==> config.mk <==
export PLATFORM = sky130hd
export DESIGN_NAME = asram_ctrl
export DESIGN_NICKNAME = d
export VERILOG_FILES = /design/src/rtl/asram_pkg.sv /design/src/rtl/asram_phase_timer.sv /design/src/rtl/asram_req_reg.sv /design/src/rtl/asram_rd_capture.sv /design/src/rtl/asram_ctrl.sv
export SDC_FILE = /design/constraint.sdc
export NUM_CORES = 1
export LEC_CHECK = 0
export CORE_MARGIN = 1.5
export CORE_UTILIZATION = 41
export CTS_BUF_LIST = sky130_fd_sc_hd__clkbuf_16
export CTS_CLUSTER_DIAMETER = 120
export DETAILED_ROUTE_END_ITERATION = 12
export PLACE_DENSITY = 0.79
export SLEW_MARGIN = 20
export SYNTH_ARGS = -nofsm -noshare
export SYNTH_HDL_FRONTEND = slang
export SYNTH_SLANG_ARGS = --single-unit
==> constraint.sdc <==
create_clock -name clk -period 1.8 [get_ports clk]
set_input_delay 0.18 -clock clk [delete_from_list [all_inputs] [get_ports clk]]
set_output_delay 0.18 -clock clk [all_outputs]
set_load 0.01 [all_outputs]
==> src/rtl/asram_pkg.sv <==
`timescale 1ns/1ps
package asram_pkg;

    typedef enum logic [2:0] {
        ST_IDLE      = 3'd0,
        ST_RD_ACCESS = 3'd1,
        ST_WR_SETUP  = 3'd2,
        ST_WR_TURN   = 3'd3,
        ST_WR_DRIVE  = 3'd4,
        ST_WR_HOLD   = 3'd5,
        ST_GAP       = 3'd6
    } asram_state_e;

    function automatic int unsigned max_of4(input int unsigned a, input int unsigned b,
                                            input int unsigned c, input int unsigned d);
        int unsigned m;
        m = a;
        if (b > m) m = b;
        if (c > m) m = c;
        if (d > m) m = d;
        return m;
    endfunction

endpackage

==> src/rtl/asram_phase_timer.sv <==
`timescale 1ns/1ps
module asram_phase_timer #(
    parameter int CNT_W = 4
) (
    input  logic             clk,
    input  logic             rst_n,
    input  logic             load,
    input  logic [CNT_W-1:0] load_val,
    output logic             expired
);

    logic [CNT_W-1:0] cnt_q;

    always_ff @(posedge clk or negedge rst_n) begin
        if (!rst_n) begin
            cnt_q <= '0;
        end else if (load) begin
            cnt_q <= load_val;
        end else if (cnt_q != '0) begin
            cnt_q <= cnt_q - 1'b1;
        end
    end

    assign expired = (cnt_q == '0);

endmodule

==> src/rtl/asram_req_reg.sv <==
`timescale 1ns/1ps
module asram_req_reg #(
    parameter int ADDR_W = 20,
    parameter int DATA_W = 16,
    parameter int LANES  = 2
) (
    input  logic              clk,
    input  logic              rst_n,
    input  logic              load,
    input  logic [ADDR_W-1:0] in_addr,
    input  logic [DATA_W-1:0] in_wdata,
    input  logic [LANES-1:0]  in_mask,
    output logic [ADDR_W-1:0] q_addr,
    output logic [DATA_W-1:0] q_wdata,
    output logic [LANES-1:0]  q_mask
);

    always_ff @(posedge clk or negedge rst_n) begin
        if (!rst_n) begin
            q_addr  <= '0;
            q_wdata <= '0;
            q_mask  <= '0;
        end else if (load) begin
            q_addr  <= in_addr;
            q_wdata <= in_wdata;
            q_mask  <= in_mask;
        end
    end

endmodule

==> src/rtl/asram_rd_capture.sv <==
`timescale 1ns/1ps
module asram_rd_capture #(
    parameter int DATA_W = 16,
    parameter int LANES  = 2
) (
    input  logic              clk,
    input  logic              rst_n,
    input  logic              capture,
    input  logic [LANES-1:0]  lane_en,
    input  logic [DATA_W-1:0] dq_in,
    output logic [DATA_W-1:0] rd_data,
    output logic              rd_valid
);

    localparam int LANE_W = DATA_W / LANES;

    for (genvar g = 0; g < LANES; g++) begin : g_lane
        logic [LANE_W-1:0] lane_q;
        always_ff @(posedge clk or negedge rst_n) begin
            if (!rst_n) begin
                lane_q <= '0;
            end else if (capture && lane_en[g]) begin
                lane_q <= dq_in[g*LANE_W +: LANE_W];
            end
        end
        assign rd_data[g*LANE_W +: LANE_W] = lane_q;
    end

    always_ff @(posedge clk or negedge rst_n) begin
        if (!rst_n) begin
            rd_valid <= 1'b0;
        end else begin
            rd_valid <= capture;
        end
    end

endmodule

==> src/rtl/asram_ctrl.sv <==
`timescale 1ns/1ps
module asram_ctrl
    import asram_pkg::*;
#(
    parameter int ADDR_W        = 20,
    parameter int DATA_W        = 16,
    parameter int RD_ACCESS_CYC = 9,
    parameter int WR_SETUP_CYC  = 1,
    parameter int WR_DATA_CYC   = 6,
    parameter int GAP_CYC       = 1
) (
    input  logic              clk,
    input  logic              rst_n,
    input  logic              req_valid,
    output logic              req_ready,
    input  logic              req_write,
    input  logic [ADDR_W-1:0] req_addr,
    input  logic [DATA_W-1:0] req_wdata,
    input  logic [1:0]        req_mask,
    output logic              rd_valid,
    output logic [DATA_W-1:0] rd_data,
    output logic [ADDR_W-1:0] mem_addr,
    output logic              mem_ce_n,
    output logic              mem_ce2,
    output logic              mem_we_n,
    output logic              mem_oe_n,
    output logic              mem_lb_n,
    output logic              mem_ub_n,
    output logic [DATA_W-1:0] mem_dq_out,
    output logic              mem_dq_oe,
    input  logic [DATA_W-1:0] mem_dq_in
);

    localparam int LANES   = 2;
    localparam int MAX_CYC = int'(max_of4(RD_ACCESS_CYC, WR_SETUP_CYC, WR_DATA_CYC, GAP_CYC));
    localparam int CNT_W   = (MAX_CYC < 2) ? 1 : $clog2(MAX_CYC);
    localparam logic [CNT_W-1:0] RD_LOAD  = CNT_W'(RD_ACCESS_CYC - 1);
    localparam logic [CNT_W-1:0] WS_LOAD  = CNT_W'(WR_SETUP_CYC - 1);
    localparam logic [CNT_W-1:0] WD_LOAD  = CNT_W'(WR_DATA_CYC - 1);
    localparam logic [CNT_W-1:0] GAP_LOAD = CNT_W'(GAP_CYC - 1);

    asram_state_e     state_q, state_d;
    logic             tmr_load;
    logic [CNT_W-1:0] tmr_val;
    logic             tmr_expired;
    logic             req_load;
    logic             cap_now;
    logic [LANES-1:0] q_mask;
    logic             chip_sel;

    asram_phase_timer #(.CNT_W(CNT_W)) u_timer (
        .clk      (clk),
        .rst_n    (rst_n),
        .load     (tmr_load),
        .load_val (tmr_val),
        .expired  (tmr_expired)
    );

    asram_req_reg #(.ADDR_W(ADDR_W), .DATA_W(DATA_W), .LANES(LANES)) u_req (
        .clk      (clk),
        .rst_n    (rst_n),
        .load     (req_load),
        .in_addr  (req_addr),
        .in_wdata (req_wdata),
        .in_mask  (req_mask),
        .q_addr   (mem_addr),
        .q_wdata  (mem_dq_out),
        .q_mask   (q_mask)
    );

    asram_rd_capture #(.DATA_W(DATA_W), .LANES(LANES)) u_cap (
        .clk      (clk),
        .rst_n    (rst_n),
        .capture  (cap_now),
        .lane_en  (q_mask),
        .dq_in    (mem_dq_in),
        .rd_data  (rd_data),
        .rd_valid (rd_valid)
    );

    // State register
    always_ff @(posedge clk or negedge rst_n) begin
        if (!rst_n) begin
            state_q <= ST_IDLE;
        end else begin
            state_q <= state_d;
        end
    end

    // Next state, timer loads, request latch and capture strobe
    always_comb begin
        state_d  = state_q;
        tmr_load = 1'b0;
        tmr_val  = '0;
        req_load = 1'b0;
        cap_now  = 1'b0;
        unique case (state_q)
            ST_IDLE: begin
                if (req_valid) begin
                    req_load = 1'b1;
                    tmr_load = 1'b1;
                    if (req_write) begin
                        state_d = ST_WR_SETUP;
                        tmr_val = WS_LOAD;
                    end else begin
                        state_d = ST_RD_ACCESS;
                        tmr_val = RD_LOAD;
                    end
                end
            end
            ST_RD_ACCESS: begin
                if (tmr_expired) begin
                    cap_now  = 1'b1;
                    state_d  = ST_GAP;
                    tmr_load = 1'b1;
                    tmr_val  = GAP_LOAD;
                end
            end
            ST_WR_SETUP: begin
                if (tmr_expired) begin
                    state_d = ST_WR_TURN;
                end
            end
            ST_WR_TURN: begin
                state_d  = ST_WR_DRIVE;
                tmr_load = 1'b1;
                tmr_val  = WD_LOAD;
            end
            ST_WR_DRIVE: begin
                if (tmr_expired) begin
                    state_d = ST_WR_HOLD;
                end
            end
            ST_WR_HOLD: begin
                state_d  = ST_GAP;
                tmr_load = 1'b1;
                tmr_val  = GAP_LOAD;
            end
            ST_GAP: begin
                if (tmr_expired) begin
                    state_d = ST_IDLE;
                end
            end
            default: begin
                state_d = ST_IDLE;
            end
        endcase
    end

    // Strobe and driver outputs decoded from the state
    always_comb begin
        chip_sel   = 1'b0;
        req_ready  = 1'b0;
        mem_oe_n   = 1'b1;
        mem_we_n   = 1'b1;
        mem_dq_oe  = 1'b0;
        unique case (state_q)
            ST_IDLE:      req_ready = 1'b1;
            ST_RD_ACCESS: begin
                chip_sel = 1'b1;
                mem_oe_n = 1'b0;
            end
            ST_WR_SETUP:  chip_sel = 1'b1;
            ST_WR_TURN: begin
                chip_sel = 1'b1;
                mem_we_n = 1'b0;
            end
            ST_WR_DRIVE: begin
                chip_sel  = 1'b1;
                mem_we_n  = 1'b0;
                mem_dq_oe = 1'b1;
            end
            ST_WR_HOLD: begin
                chip_sel  = 1'b1;
                mem_dq_oe = 1'b1;
            end
            ST_GAP:       chip_sel = 1'b0;
            default:      chip_sel = 1'b0;
        endcase
        mem_ce_n = !chip_sel;
        mem_ce2  = chip_sel;
        mem_lb_n = !(chip_sel && q_mask[0]);
        mem_ub_n = !(chip_sel && q_mask[1]);
    end

endmodule

## Yosys cells after proc, flatten, opt, wreduce, memory -nomap -nowiden

Cells that the tools add are included.

| cells by class | value |
|---|---|
| div/mod/pow operators | 0 |
| $add $sub $neg | 1 |
| shifts and indexed selects | 0 |
| multiplexer cells | 22 |
| multipliers | 0 |
| order comparisons | 0 |
| bitwise gates (word level) | 0 |
| reduce and logical (&&, ||, !) cells | 16 |
| equal/unequal tests | 11 |

Operators with widths:

| kind | count |
|---|---|
| $pmux W3 S7 | 1 |
| $mux W4 | 4 |
| $mux W3 | 5 |
| $ne A2 B2 Y1 const B | 5 |
| $eq A3 B3 Y1 const B | 3 |
| $mux W1 | 9 |
| $pmux W4 S2 | 1 |
| $eq A3 B2 Y1 const B | 2 |
| $reduce_or A2 Y1 | 3 |
| $reduce_and A5 Y1 | 1 |
| $reduce_or A5 Y1 | 1 |
| $logic_and A1 B1 Y1 | 4 |
| $logic_not A4 Y1 | 1 |
| $reduce_bool A4 Y1 | 1 |
| $sub A4 B1 Y4 const B | 1 |
| $eq A3 B1 Y1 const B | 1 |
| $logic_not A1 Y1 | 3 |
| $logic_not A3 Y1 | 1 |
| $pmux W1 S3 | 1 |
| $mux W2 | 1 |
| $reduce_bool A2 Y1 | 1 |

| word-level totals | value |
|---|---|
| memories | 0 |
| logic and storage cells | 58 |
| output and inout bits | 61 |
| ROM bits | 0 |
| latch bits | 0 |
| input port bits | 58 |
| flip-flop bits (word level) | 62 |
| RAM bits | 0 |

## Depth between registers and ports, before layout

| logic depth | value |
|---|---|
| word-level depth | 5 |
| depth in mapped cells | 7 |
| gate-level depth less buffers | 7 |

## Hierarchy

Synthesis repeated with hierarchy kept, for this count alone.

| unflattened totals | value |
|---|---|
| cell total of the unflattened synthesis | 177 |
| area, all modules | 2663.8 µm² |

By module, submodules not included:

| module | times used | cells an instance | sequential area each (µm²) | area an instance (µm²) |
|---|---|---|---|---|
| asram_req_reg | 1 | 80 | 950.9 | 1492.7 |
| asram_rd_capture | 1 | 35 | 425.4 | 618.1 |
| asram_ctrl | 1 | 40 | 75.1 | 319.1 |
| asram_phase_timer | 1 | 22 | 100.1 | 234.0 |

## Least setup slack after synthesis

No wires, ideal clock.

| timing path | value |
|---|---|
| path type | register to register |
| from | register u_timer.cnt_q[0] |
| to | register u_cap.g_lane[0].lane_q[0] |
| path buffers | 0 |
| stages on the path, launching flop included | 8 |
| clock period less this slack | 1654 ps |
| arrival time | 1529 ps |
| path slack | 146 ps |
| library setup time | 125 ps |
| data required time | 1675 ps |
| cells stage by stage | dfrtp_1 inv_1 ha_1 nor3b_4 nand2b_4 clkinv_4 nand2_8 mux2_4 |

| on the way | value |
|---|---|
| word-level cells in the longest chain between the ends | 4 |

Ends and longest elaborated chain:

| item | RTL line | source |
|---|---|---|
| start: declaration | asram_phase_timer.sv:12 | `logic [CNT_W-1:0] cnt_q;` |
| start signal: assignment | asram_phase_timer.sv:18 | `cnt_q <= load_val;` |
| start signal: assignment | asram_phase_timer.sv:20 | `cnt_q <= cnt_q - 1'b1;` |
| $logic_not A4 Y1 | asram_phase_timer.sv:24 | `assign expired = (cnt_q == '0);` |
| $mux W1 | asram_ctrl.sv:112 | `if (tmr_expired) begin` |
| $mux W1 | asram_ctrl.sv:97 | `unique case (state_q)` |
| via cap_now | asram_ctrl.sv:47 | `logic cap_now;` |
| $logic_and A1 B1 Y1 | asram_rd_capture.sv:22 | `end else if (capture && lane_en[g]) begin` |
| end signal: assignment | asram_rd_capture.sv:23 | `lane_q <= dq_in[g*LANE_W +: LANE_W];` |
| end: declaration | asram_rd_capture.sv:18 | `logic [LANE_W-1:0] lane_q;` |

The timed path passes the listed nets, and every way through them passes these cells.
A chain may end at the register's enable or synchronous reset.

## Worst setup path after layout

| timing path | value |
|---|---|
| from | register state_q[2] |
| to | output port req_ready |

| on the way | value |
|---|---|
| word-level cells in the longest chain between the ends | 2 |

Ends and longest elaborated chain:

| item | RTL line | source |
|---|---|---|
| start: declaration | asram_ctrl.sv:42 | `asram_state_e state_q, state_d;` |
| start signal: assignment | asram_ctrl.sv:86 | `state_q <= state_d;` |
| $logic_not A3 Y1 | asram_ctrl.sv:157 | `unique case (state_q)` |
| $mux W1 | asram_ctrl.sv:157 |  |
| end: declaration | asram_ctrl.sv:15 | `output logic req_ready,` |

No other way between the ends.

==> results by group <==
Placed design
  • RD Place Congestion: 0.768
  • Detailed Place HPWL: 4080 um
  • Port Buffers: 118
  • Dpl cells: 369

CTS
  • CTS Buf Count: 9
  • Clock Pin Slew Worst Setup and Hold Paths: 50 ps
  • Deepest level of the CTS H-tree: 3
  • CTS tree: done
  • Clk_lat worst skew: 310 ps
  • Clock Path Buffers: 2
  • Root Buffer: clkbuf_16
  • Num Clock Sinks: 62

Logic synthesis
  • Most used DFF post-synth: dfrtp_1
  • Average size of a mapped cell: 15.3 sq um
  • Multiplexer share of the synthesized area: 0.253
  • Adder-cell area share of the yosys netlist: 0.00947
  • Gate Count Post-Synth: 173
  • Sequential area share after synthesis: 0.587
  • Commonest cells in the netlist: dfrtp_1 (62), mux2_2 (20), mux2_1 (18)
  • Ys async rst share: 1.00
  • #FFs+latches synth: 62
  • Compound-Gate Fraction of Synth Area: 0.0455
  • Unique masters post-synth: 33
  • Synth Area in Simple Gates: 0.0711
  • Ys Warns: 0
  • Largest family of logic cells by synthesized area: multiplexers
  • Synth top area share: 0.587
  • Net Count, Synth: 233
  • Top post-synthesis cells by area: dfrtp_1 (59%), mux2_4 (9.1%), mux2_2 (8.5%), mux2_1 (7.7%), nand2_8 (1.5%)
  • Area leader, netlist: dfrtp_1
  • Post-synth EDFFs: 0
  • Most common cell in the synthesized netlist: dfrtp_1
  • Mapped cell area: 2640 sq um
  • XOR/XNOR share of the synthesized area: 0.00663

Floorplan
  • Rows: 29
  • Chip Width: 83.3 um
  • Full die area: 6930 sq um
  • Starting Density: 0.421
  • Core ar.: 6280 sq um
  • Die height: 83.3 um
  • I/O Pins: 119

Min path
  • Hold crit path type: in2async

Outcome
  • Status: complete, no violations

STA
  • Final Setup Violations: 0
  • Fmax: 575 MHz
  • Final period util: 0.967
  • Setup TNS: 0 ps
  • Slew Viols, Final: 0
  • Tightest Pin Transition: 323 ps
  • RSZ-0062 raised after global routing: yes
  • Hold Worst Slack: 400 ps
  • Hold Vio Cnt, Final: 0
  • Max transition margin: 0.785
  • Final Skew: 4.69 ps
  • Crit path time final: 1740 ps

Finish
  • Share of layout cells above drive strength 1: 0.268
  • Cell Count, Final, Fillers Out: 390
  • Fillers: 477
  • Net count, final: 368
  • Ant. Diodes: 0
  • Area grow syn2layout: 63.7%

Worst setup path
  • RR Startpoint: state_q[0]$_DFFE_PN0P_
  • Top delay family on crit path: buffers and inverters
  • Worst r2r path cells: 4
  • Crit path largest cell delay: 560 ps
  • RR Endpoint: u_req.q_addr[9]$_DFFE_PN0P_
  • Crit Path Class: reg2out
  • CP bufs+invs: 1
  • FF-to-FF setup slack: 70 ps
  • Crit Path Max Fanout: 7
  • Crit path max-delay cell type: clkdlybuf4s50_1
  • CP Capture Type: primary output
  • WP data required: 1620 ps
  • Critical-path cell list: nor3_4 > clkdlybuf4s50_1
  • Crit path DAT: 1560 ps
  • CP Launch Type: register

Global routing
  • Aggregate global-route resource usage: 0.176
  • Vias in the first global route: 2006
  • Global route overflow: 0
  • First-pass GRT wire length: 9690 um
  • Largest net degree at the start of global routing: 63
  • Initial antenna violation count: 0

Power and ir drop
  • P_leak: 0.00188 uW
  • VDD IR max: 1100 uV
  • PD cells: 1840 nW/um^2

Route
  • Antenna-violating nets left: 0
  • DR WL met3: 400 um
  • Drt total wl: 5800 um
  • Initial DRC Count: 38
  • DR top layer: met4
  • Pre-antenna DRT Iters: 4
  • WL/cell: 14.9 um
  • Vias: 1908
  • Vias per cell: 4.89
  • Met1 Routed Length: 2370 um
  • WL met2: 2950 um
  • Drt drc: 0

Run
  • Max-cap violations: 0
==> registers in the layout (all words and copies together), names as in the netlist <==
register	cells
state_q	3
u_cap.g_lane.lane_q	16
u_cap.rd_valid	1
u_req.q_addr	20
u_req.q_mask	2
u_req.q_wdata	16
u_timer.cnt_q	4
==> layout make-up <==
type,count,area [sq um],share of cell area
clock buffers,9,225,0.0521
clock inverters,7,72.6,0.0168
inverters,6,27.5,0.00637
multi-input cells,98,1050,0.243
flip-flops and latches,62,1560,0.360
well taps,77,96.3,0.0223
repair buffers,131,1290,0.300
==> cells by family after synthesis <==
| logic type | after synthesis |
|---|---|
| adders and majority gates | 2 |
| buffers and inverters | 13 |
| DFF | 62 |
| AOI/OAI and AO/OA | 18 |
| and+or+nand+nor | 22 |
| muxes | 54 |
| xor gates and xnor gates | 2 |
==> report_power, final <==
part,switching [uW],leakage [uW],internal (uW)
clock,603,0.000142,1070
combinational,1360,0.00100,2310
sequential,487,0.000731,2110
total,2450,0.00188,5500
==> per-layer routing <==
| layer | global-route usage | up-vias |
|---|---|---|
| met3 | 0.0537 | 9 |
| li1 | - | 883 |
| met4 | 0.0758 | 0 |
| met1 | 0.212 | 949 |
| met2 | 0.292 | 67 |
| met5 | 0 | - |
==> placed cells by master, fill, tap and decap left out, drive strengths merged, types with 2 or more instances in the layout <==
cell type	Yosys	layout
a21oi	4	4
a31oi	4	4
buf	7	13
clkbuf	0	9
clkdlybuf4s50	0	112
clkinv	1	4
clkinvlp	0	2
dfrtp	62	62
dlygate4sd2	0	5
ha	2	2
inv	5	6
mux2	54	54
nand2	8	8
nor2	3	3
nor3	2	2
o21ai	3	3
o31ai	2	2
or3b	2	2
xor2	2	2
==> worst max-delay path by stage <==
stage | startpoint | end | slack [ps] | depth (start not counted)
final | state_q[2]$_DFFE_PN0P_ | req_ready | 60 | 2
after global routing | state_q[2]$_DFFE_PN0P_ | mem_ub_n | -7 | 5
after CTS | state_q[0]$_DFFE_PN0P_ | mem_ce2 | 40 | 3
after detailed placement | state_q[2]$_DFFE_PN0P_ | u_cap.g_lane[1].lane_q[7]$_DFFE_PN0P_ | 40 | 5
after global placement | state_q[2]$_DFFE_PN0P_ | u_cap.g_lane[0].lane_q[6]$_DFFE_PN0P_ | 60 | 5
after floorplan | u_timer.cnt_q[0]$_DFFE_PN0P_ | u_cap.g_lane[0].lane_q[0]$_DFFE_PN0P_ | 150 | 7
==> what timing repair did <==
action                                  4_1_cts  5_1_grt
hold buffers                                  1        0
endpoints found under the setup margin        8        4
pin swaps                                     0        1
resized for setup                            10        6
buffers inserted                              1        3
endpoints found under the hold margin        62        0
==> metrics by stage <==
step | util | total power [uW] | worst slack (ps) | cell area (sq um)
floorplan | - | 4260 | 146 | 2640
global placement | 0.630 | 6060 | 63.0 | 3960
detailed placement | 0.630 | 6180 | 39.2 | 3960
CTS | 0.681 | 7920 | 36.6 | 4280
global route | 0.689 | 8410 | -6.81 | 4320
finish | 0.689 | 7940 | 59.6 | 4320
==> tightest hold or removal path, cell delays in order <==
cell,delay [ps]
dlygate4sd3_1,520
buf_2,120
buf_12,290
Note: power is estimated with default switching activity, not from simulation.
